File: config.mk
export PLATFORM = sky130hd
export DESIGN_NAME = saoms_check_node
export DESIGN_NICKNAME = d
export VERILOG_FILES = /design/src/rtl/saoms_cn_pkg.sv /design/src/rtl/cn_mag_sort.sv /design/src/rtl/cn_pwl_offset.sv /design/src/rtl/cn_out_lane.sv /design/src/rtl/saoms_check_node.sv
export SDC_FILE = /design/constraint.sdc
export NUM_CORES = 1
export LEC_CHECK = 0
export BUFFER_PORTS_ARGS = -buffer_cell sky130_fd_sc_hd__buf_2
export CAP_MARGIN = 10
export CORE_ASPECT_RATIO = 2
export CORE_MARGIN = 2
export CORE_UTILIZATION = 30
export DETAILED_ROUTE_END_ITERATION = 6
export GPL_TIMING_DRIVEN = 0
export HOLD_SLACK_MARGIN = 0.15
export PLACE_DENSITY = 0.53
export SLEW_MARGIN = 20
export SYNTH_ARGS = -nofsm -noshare
export SYNTH_HDL_FRONTEND = slang
export SYNTH_HIERARCHICAL = 1
export SYNTH_SLANG_ARGS = --single-unit
File: constraint.sdc
create_clock -name clk -period 0.9 [get_ports clk]
set_input_delay 0.09 -clock clk [delete_from_list [all_inputs] [get_ports clk]]
set_output_delay 0.09 -clock clk [all_outputs]
set_load 0.005 [all_outputs]
File: src/rtl/saoms_cn_pkg.sv
package saoms_cn_pkg;
  // Correction segment chosen from the gap between the two minima
  typedef enum logic [2:0] {
    SEG_STEEP = 3'd0,
    SEG_MID   = 3'd1,
    SEG_SHALLOW = 3'd2,
    SEG_TAIL  = 3'd3,
    SEG_ZERO  = 3'd4
  } corr_seg_e;
endpackage

File: src/rtl/cn_mag_sort.sv
module cn_mag_sort #(
  parameter int DEG = 6,
  parameter int W   = 9,
  localparam int MAG_W = W - 1,
  localparam int IDX_W = $clog2(DEG)
) (
  input  logic [DEG*W-1:0]     msg_flat,
  output logic [DEG*MAG_W-1:0] mag_flat,
  output logic [DEG-1:0]       neg_flags,
  output logic [MAG_W-1:0]     min1,
  output logic [MAG_W-1:0]     min2,
  output logic [IDX_W-1:0]     min1_idx
);
  // Absolute value with saturation of the most negative code
  function automatic logic [MAG_W-1:0] abs_sat(input logic [W-1:0] v);
    logic [W-1:0] n;
    n = -v;
    if (v == {1'b1, {(W-1){1'b0}}}) return {MAG_W{1'b1}};
    else if (v[W-1]) return n[MAG_W-1:0];
    else return v[MAG_W-1:0];
  endfunction

  logic [MAG_W-1:0] mag [DEG];

  for (genvar i = 0; i < DEG; i++) begin : g_lane
    assign mag[i] = abs_sat(msg_flat[i*W +: W]);
    assign mag_flat[i*MAG_W +: MAG_W] = mag[i];
    assign neg_flags[i] = msg_flat[i*W + W - 1];
  end

  // First minimum: strict compare keeps the lowest index on ties
  always_comb begin
    min1 = mag[0];
    min1_idx = '0;
    for (int i = 1; i < DEG; i++) begin
      if (mag[i] < min1) begin
        min1 = mag[i];
        min1_idx = IDX_W'(i);
      end
    end
  end

  // Second minimum: smallest of the lanes other than the first-minimum lane
  always_comb begin
    min2 = {MAG_W{1'b1}};
    for (int i = 0; i < DEG; i++) begin
      if ((IDX_W'(i) != min1_idx) && (mag[i] < min2)) min2 = mag[i];
    end
  end
endmodule

File: src/rtl/cn_pwl_offset.sv
module cn_pwl_offset
  import saoms_cn_pkg::*;
#(
  parameter int MAG_W = 8,
  parameter int FRAC  = 5
) (
  input  logic [MAG_W-1:0] gap,
  output logic [MAG_W-1:0] corr,
  output logic [MAG_W-1:0] offset,
  output logic [3:0]       seg_hot
);
  // Segment boundaries (0.875, 1.75, 2.75, 4.0) and intercepts in LSB units
  localparam int TH1 = 7  << (FRAC - 3);
  localparam int TH2 = 14 << (FRAC - 3);
  localparam int TH3 = 22 << (FRAC - 3);
  localparam int TH4 = 1  << (FRAC + 2);
  localparam int B1  = 11 << (FRAC - 4);
  localparam int B2  = 17 << (FRAC - 5);
  localparam int B3  = 5  << (FRAC - 4);
  localparam int B4  = 5  << (FRAC - 5);

  function automatic corr_seg_e pick_seg(input logic [MAG_W-1:0] x);
    if (int'(x) <= TH1) return SEG_STEEP;
    else if (int'(x) <= TH2) return SEG_MID;
    else if (int'(x) <= TH3) return SEG_SHALLOW;
    else if (int'(x) <= TH4) return SEG_TAIL;
    else return SEG_ZERO;
  endfunction

  // Slopes built only from right shifts
  function automatic logic [MAG_W-1:0] seg_value(input corr_seg_e s, input logic [MAG_W-1:0] x);
    case (s)
      SEG_STEEP:   return MAG_W'(B1) - ((x >> 2) + (x >> 3) + (x >> 5));
      SEG_MID:     return MAG_W'(B2) - ((x >> 3) + (x >> 4) + (x >> 5));
      SEG_SHALLOW: return MAG_W'(B3) - ((x >> 4) + (x >> 5));
      SEG_TAIL:    return MAG_W'(B4) - (x >> 5);
      default:     return '0;
    endcase
  endfunction

  // Scale by 1.25 as value plus value/4
  function automatic logic [MAG_W-1:0] scale_5_4(input logic [MAG_W-1:0] v);
    return v + (v >> 2);
  endfunction

  corr_seg_e seg;

  always_comb begin
    seg = pick_seg(gap);
    corr = seg_value(seg, gap);
    offset = scale_5_4(corr);
    seg_hot = 4'b0000;
    if (seg != SEG_ZERO) seg_hot[seg[1:0]] = 1'b1;
  end
endmodule

File: src/rtl/cn_out_lane.sv
module cn_out_lane #(
  parameter int W = 9,
  localparam int MAG_W = W - 1
) (
  input  logic             is_min_lane,
  input  logic [MAG_W-1:0] min1,
  input  logic [MAG_W-1:0] min2,
  input  logic [MAG_W-1:0] offset,
  input  logic             neg_out,
  output logic [W-1:0]     lane_msg
);
  // Saturating subtraction toward zero
  function automatic logic [MAG_W-1:0] sub_floor(input logic [MAG_W-1:0] a, input logic [MAG_W-1:0] b);
    logic [MAG_W:0] d;
    d = {1'b0, a} - {1'b0, b};
    return d[MAG_W] ? '0 : d[MAG_W-1:0];
  endfunction

  logic [MAG_W-1:0] sel_min;
  logic [MAG_W-1:0] mag;
  logic [W-1:0]     pos;

  always_comb begin
    sel_min = is_min_lane ? min2 : min1;
    mag = sub_floor(sel_min, offset);
    pos = {1'b0, mag};
    lane_msg = neg_out ? -pos : pos;
  end
endmodule

File: src/rtl/saoms_check_node.sv
module saoms_check_node #(
  parameter int DEG  = 6,
  parameter int W    = 9,
  parameter int FRAC = 5,
  localparam int MAG_W = W - 1,
  localparam int IDX_W = $clog2(DEG)
) (
  input  logic             clk,
  input  logic             rst_n,
  input  logic             in_valid,
  input  logic [DEG*W-1:0] in_msg,
  output logic             out_valid,
  output logic [DEG*W-1:0] out_msg
);
  logic [DEG*MAG_W-1:0] mag_flat;
  logic [DEG-1:0]       neg_flags;
  logic [MAG_W-1:0]     min1;
  logic [MAG_W-1:0]     min2;
  logic [IDX_W-1:0]     min1_idx;
  logic [MAG_W-1:0]     gap;
  logic [MAG_W-1:0]     corr;
  logic [MAG_W-1:0]     offset;
  logic [3:0]           seg_hot;
  logic                 sign_all;
  logic [DEG*W-1:0]     next_msg;

  cn_mag_sort #(.DEG(DEG), .W(W)) u_sort (
    .msg_flat (in_msg),
    .mag_flat (mag_flat),
    .neg_flags(neg_flags),
    .min1     (min1),
    .min2     (min2),
    .min1_idx (min1_idx)
  );

  assign gap = min2 - min1;

  cn_pwl_offset #(.MAG_W(MAG_W), .FRAC(FRAC)) u_pwl (
    .gap    (gap),
    .corr   (corr),
    .offset (offset),
    .seg_hot(seg_hot)
  );

  // Parity of all signs; removing a lane's own sign leaves the others' parity
  assign sign_all = ^neg_flags;

  for (genvar i = 0; i < DEG; i++) begin : g_out
    cn_out_lane #(.W(W)) u_lane (
      .is_min_lane(min1_idx == IDX_W'(i)),
      .min1       (min1),
      .min2       (min2),
      .offset     (offset),
      .neg_out    (sign_all ^ neg_flags[i]),
      .lane_msg   (next_msg[i*W +: W])
    );
  end

  always_ff @(posedge clk or negedge rst_n) begin
    if (!rst_n) begin
      out_valid <= 1'b0;
      out_msg   <= '0;
    end else begin
      out_valid <= in_valid;
      if (in_valid) out_msg <= next_msg;
    end
  end
endmodule

# Word-level counts from Yosys, hierarchy flattened
# Cells that the tools add are included.
# word_totals
wordCells,132
in_bits,57
register_bits,55
output_inout_bits,55
# op_classes
reduce_logical,10
n_lt_le_gt_ge,15
n_mux,51
bitwise_logic,6
addsub,29
n_eq_ne,19
# op_table
operator,count
$mux 8,35
$lt 8x8->1,10
$eq 9x9->1 const B,6
$mux 9,6
$neg 8->9,6
$sub 8x8->9,6
$neg 8->8,6
$pmux 8 s4,1
$mux 3,6
$add 8x3->8,2
$sub 5x8->8 const A,2
$eq 3x2->1 const B,4
$add 8x6->8,1
$le 8x5->1 const B,1
$le 8x6->1 const B,1
$le 8x7->1 const B,1
$le 8x8->1 const B,1
$lt 8x8->1 const B,1
$sub 4x8->8 const A,1
$sub 8x8->8,1
$add 6x5->7,1
$add 5x4->6,1
$eq 3x1->1 const B,2
$eq 3x3->1 const B,2
12 further kinds,26

# Depth between registers and ports, before layout
# depth
word_depth,44
mapped_depth,151

# Hierarchy
# Netlist, hierarchy kept.
# by_module_without_submodules
mod,cells_each,area_per_inst_um2,instances
cn_mag_sort,689,4546.9,1
cn_out_lane (g_out[2].u_lane ...),105,790.8,4
saoms_check_node,176,2496.1,1
cn_pwl_offset,193,1604.0,1
cn_out_lane (g_out[0].u_lane ...),104,792.0,2

# Least setup slack after synthesis
# OpenSTA, ideal clock, no wires.
# synth_timing
path_kind,input to register
start,in in_msg[11]
end,reg out_msg[15]
stages,134
arrival_ns,26.389
setup_time_ns,0.125
path_buffers,11
setup_slack_ns,-25.613
cell_sequence,or4_1 or4_1 o21ai_0 o21ai_0 ha_1 a21oi_1 o221ai_1 a31oi_1 and2_1 clkbuf_1 clkbuf_1 nor2_1 a21oi_1 ha_1 and4_1 a211o_1 a31oi_1 o31a_1 [... 98 more ...] a21o_1 a21oi_1 o21ai_0 a21oi_1 a31oi_1 xor2_1 inv_1 ha_1 nand2_1 o21ai_2 o21ba_1 buf_6 or2_2 ha_1 nand2_1 o21ai_1 xor2_1 mux2_2
# synth_via
elab_chain_cells,44
word_cells_on_any_way,72
# synth_lines
item,line,text
from (decl),saoms_check_node.sv:11,"input logic [DEG*W-1:0] in_msg,"
$neg 8->8,cn_mag_sort.sv:17,n = -v;
$mux 8,cn_mag_sort.sv:19,else if (v[W-1]) return n[MAG_W-1:0];
$mux 8 (*),cn_mag_sort.sv:18,"if (v == {1'b1, {(W-1){1'b0}}}) return {MAG_W{1'b1}};"
via mag_flat[15],saoms_check_node.sv:15,logic [DEG*MAG_W-1:0] mag_flat;
$lt 8x8->1,cn_mag_sort.sv:36,if (mag[i] < min1) begin
$mux 8,cn_mag_sort.sv:36,
$lt 8x8->1,cn_mag_sort.sv:36,
$mux 8,cn_mag_sort.sv:36,
[... 24 more ...],-,
via min2[0],saoms_check_node.sv:18,logic [MAG_W-1:0] min2;
[... 1 more ...],-,
via gap[6],saoms_check_node.sv:20,logic [MAG_W-1:0] gap;
[... 7 more ...],-,
via corr[3],saoms_check_node.sv:21,logic [MAG_W-1:0] corr;
$add 8x6->8 (*),cn_pwl_offset.sv:43,return v + (v >> 2);
via offset[7],saoms_check_node.sv:22,logic [MAG_W-1:0] offset;
$sub 8x8->9 (*),cn_out_lane.sv:15,"d = {1'b0, a} - {1'b0, b};"
$mux 8 (*),cn_out_lane.sv:16,return d[MAG_W] ? '0 : d[MAG_W-1:0];
$neg 8->9,cn_out_lane.sv:27,lane_msg = neg_out ? -pos : pos;
$mux 9 (*),cn_out_lane.sv:27,
via next_msg[15],saoms_check_node.sv:25,logic [DEG*W-1:0] next_msg;
to (signal assigned),saoms_check_node.sv:65,if (in_valid) out_msg <= next_msg;
to (decl),saoms_check_node.sv:13,output logic [DEG*W-1:0] out_msg
# Mark *: on every way through the listed nets, which the timed path passes.
# A chain may end at the register's enable or synchronous reset.

# Worst setup path after layout
# layout_timing
start,in in_msg[9]
end,reg out_msg[13]
# The elaborated chain is that of the path after synthesis.

==> summary.md <==
| Metric | Value |
|---|---|
| Status | `finished with violations` |
| Failing checks | `hold timing, setup timing` |
| Clock Sinks | `55` |
| Die area | `0.0465 mm²` |
| Placed cell area | `0.0155 mm²` |
| Most frequent cells in the layout | `206 x buf_4, 132 x inv_1, 124 x nand2_1, 110 x buf_2, 101 x nor2_1` |
| RSZ-0062 raised after global routing | `yes` |
| DRT iter0 DRCs | `536` |
| First-pass DRT Iterations | `4` |
| First-pass GRT wire length | `74.8 mm` |
| Pin count of the biggest net entering global routing | `56` |
| Post-Syn Area | `0.0134 mm²` |
| Critical Path AT | `25.07 ns` |
| Hold_buf cts | `1` |
| Syn Inst Count | `1686` |
| Drt drc | `0` |
| # fillers | `4270` |
| #FFs+latches synth | `55` |
| Critical Path Max Stage Delay | `0.60 ns` |
| Register area share after synthesis | `10.3%` |
| Data required, critical path | `1.11 ns` |
| WHS | `-0.200 ns` |
| TritonCTS Buffers | `5` |
| Commonest non-fill, non-tap cell in the layout | `buf_4` |
| Final Hold Viols | `55` |
| Post-synth ARST share | `100%` |
| Total core area | `0.0442 mm²` |
| TritonCTS clock tree | `built` |
| Skew final | `0 ns` |
| Max-cap viol count | `0` |
| Vias in the first global route | `14500` |
| # nets final | `2277` |
| Slew headroom | `26.6%` |
| CP Class | `in -> reg` |
| Design Area, Final | `0.0199 mm²` |
| Post-synth top flop | `dfrtp_1` |
| Library cells used by synthesis | `114` |
| Htree depth | `2` |
| Wire per inst | `18.9 µm` |
| Syn avg cell area | `7.94 µm²` |
| Post-synth EDFFs | `0` |
| Crit share post-route | `2760%` |
| Critical path's slowest cell | `fa_2` |
| Top delay family on crit path | `compound AO/OA/AOI/OAI gates` |
| Longest Clk Path Bufs | `2` |
| Fmax | `40.2 MHz` |
| Dpl hpwl | `36.2 mm` |
| Worst setup SP type | `input port` |
| Die H | `303 µm` |
| Fin crit period | `24.86 ns` |
| GPL Wtd Cong | `0.910` |
| # IOs | `112` |
| Setup violations, final | `97` |
| Worst-margin pin slew | `1.09 ns` |
| Final WL | `49.1 mm` |
| Worst Path Buf+Inv | `24` |
| Crit. End Element | `flip-flop` |
| Area grow syn2layout | `48.5%` |
| Ys Warns | `6` |
| Clk root buf | `clkbuf_16` |
| Vias | `14000` |
| Pre-CTS setup slack | `-28.41 ns` |
| Worst skew pair latency | `0.32 ns` |
| Detailed-route vias per instance | `5.39` |
| Initial core utilization | `30.3%` |
| Total grt overflow | `0` |
| Syn nets | `1931` |
| Layout cell share with drive strength beyond 1 | `45.5%` |
| I/O Buffers | `109` |
| Final worst slack | `-23.96 ns` |
| Final antenna-violating net count | `0` |
| Row count | `109` |
| Crit-path max FO | `7` |
| Clk slew on worst S/H paths | `0.08 ns` |
| Tightest Hold Check Type | `in -> async` |
| Total GRT Usage | `20.0%` |
| Pins Over Slew Limit | `0` |
| Die X | `153 µm` |
| Initial antenna violation count | `1` |
kinds of logic (layout without fill, tap and decap cells):
logic type | after synthesis | in the layout | synth area share (%)
buffers and inverters | 224 | 571 | 7.31
AO/OA/AOI/OAI | 470 | 470 | 24.9
flip-flops | 55 | 55 | 10.3
AND/OR/NAND/NOR | 486 | 486 | 18.1
XOR/XNOR | 112 | 112 | 8.22
adder cells (fa/ha/maj) | 189 | 189 | 18.6
multiplexers | 150 | 150 | 12.5
other | 0 | 3 | 0
per-layer routing:
| layer | vias up | global-route usage, % | share of wire (%) |
|---|---|---|---|
| li1 | 6736 | - | - |
| met1 | 6739 | 18.5 | 34 |
| met2 | 338 | 39.9 | 56 |
| met3 | 150 | 1.30 | 2.3 |
| met4 | 0 | 15.5 | 7.5 |
| met5 | - | 0 | 0 |
state kept, by name, summed over array words and instances, names as in the netlist:
| signal | cells |
|---|---|
| out_valid | 1 |
| out_msg | 54 |
worst paths after layout:
kind / slack (ns) / end / from / cells past startpoint
worst max-delay path: -23.96 / out_msg[13] / in_msg[9] / 138
worst min-delay path: -0.20 / out_msg[7] / rst_n / 1
worst max register to register: 0 / out_msg[12] / out_msg[12] / 2
worst min register to register: 0.50 / out_msg[48] / out_msg[48] / 1
max in group asynchronous: 0.58 / out_msg[37] / rst_n / 1
min in group clk: 0.35 / out_msg[53] / in_valid / 3
final cells by class:
class / instances / area, µm² / share of cell area [%]
clock buffer: 5 / 125 / 0.629
timing repair buffer: 346 / 2580 / 13.0
tap: 555 / 694 / 3.49
antenna: 3 / 7.51 / 0.0377
clock inverter: 3 / 47.5 / 0.239
inverter: 172 / 703 / 3.54
sequential: 55 / 1380 / 6.92
multi-input combinational: 1407 / 14000 / 70.3
buffer: 45 / 374 / 1.88
per-stage QoR:
step	utilization, %	cells	setup TNS, ns
after floorplan	-	1686	-1227.37
after global placement	35.0	2350	-1514.95
after detailed placement	35.0	2350	-1511.56
after CTS	41.8	2511	-1298.17
after global routing	45.0	2588	-1328.35
final	45.0	2591	-1281.85
synth_stat cells (7+ instances only):
cell / number / area [µm²]
a2111o_1: 8 / 90.1
a211oi_1: 14 / 105
a21o_1: 27 / 203
a21oi_1: 118 / 591
a31oi_1: 23 / 144
and2_1: 23 / 144
and3_1: 8 / 50.1
buf_2: 9 / 45.0
buf_4: 8 / 60.1
clkbuf_1: 26 / 97.6
dfrtp_1: 55 / 1380
fa_1: 18 / 360
ha_1: 170 / 2130
inv_1: 167 / 627
mux2_2: 92 / 1040
mux2_4: 8 / 120
mux2i_1: 47 / 470
nand2_1: 147 / 552
nand2b_1: 31 / 194
nand3_1: 25 / 125
nand3b_1: 8 / 60.1
nand4_1: 8 / 50.1
nor2_1: 122 / 458
nor2b_1: 18 / 113
nor3_1: 18 / 90.1
nor3b_1: 8 / 60.1
nor4_1: 7 / 43.8
o2111ai_1: 7 / 61.3
o211ai_1: 10 / 75.1
o21a_1: 28 / 210
o21ai_0: 74 / 370
o21ai_1: 22 / 110
o22a_1: 7 / 61.3
o22ai_1: 10 / 62.6
o31ai_1: 15 / 113
or3_1: 21 / 131
xnor2_1: 53 / 464
xor2_1: 49 / 429
repair_timing:
action,CTS,global route
gates cloned,3,0
pin swaps,169,123
endpoints found under the setup margin,108,109
buffers inserted,155,81
hold endpoints to repair,56,55
resized for setup,306,157
Power is left out: the tool's default activity adds up to more than one toggle a clock period on the data nets, which glitch-free logic cannot reach.
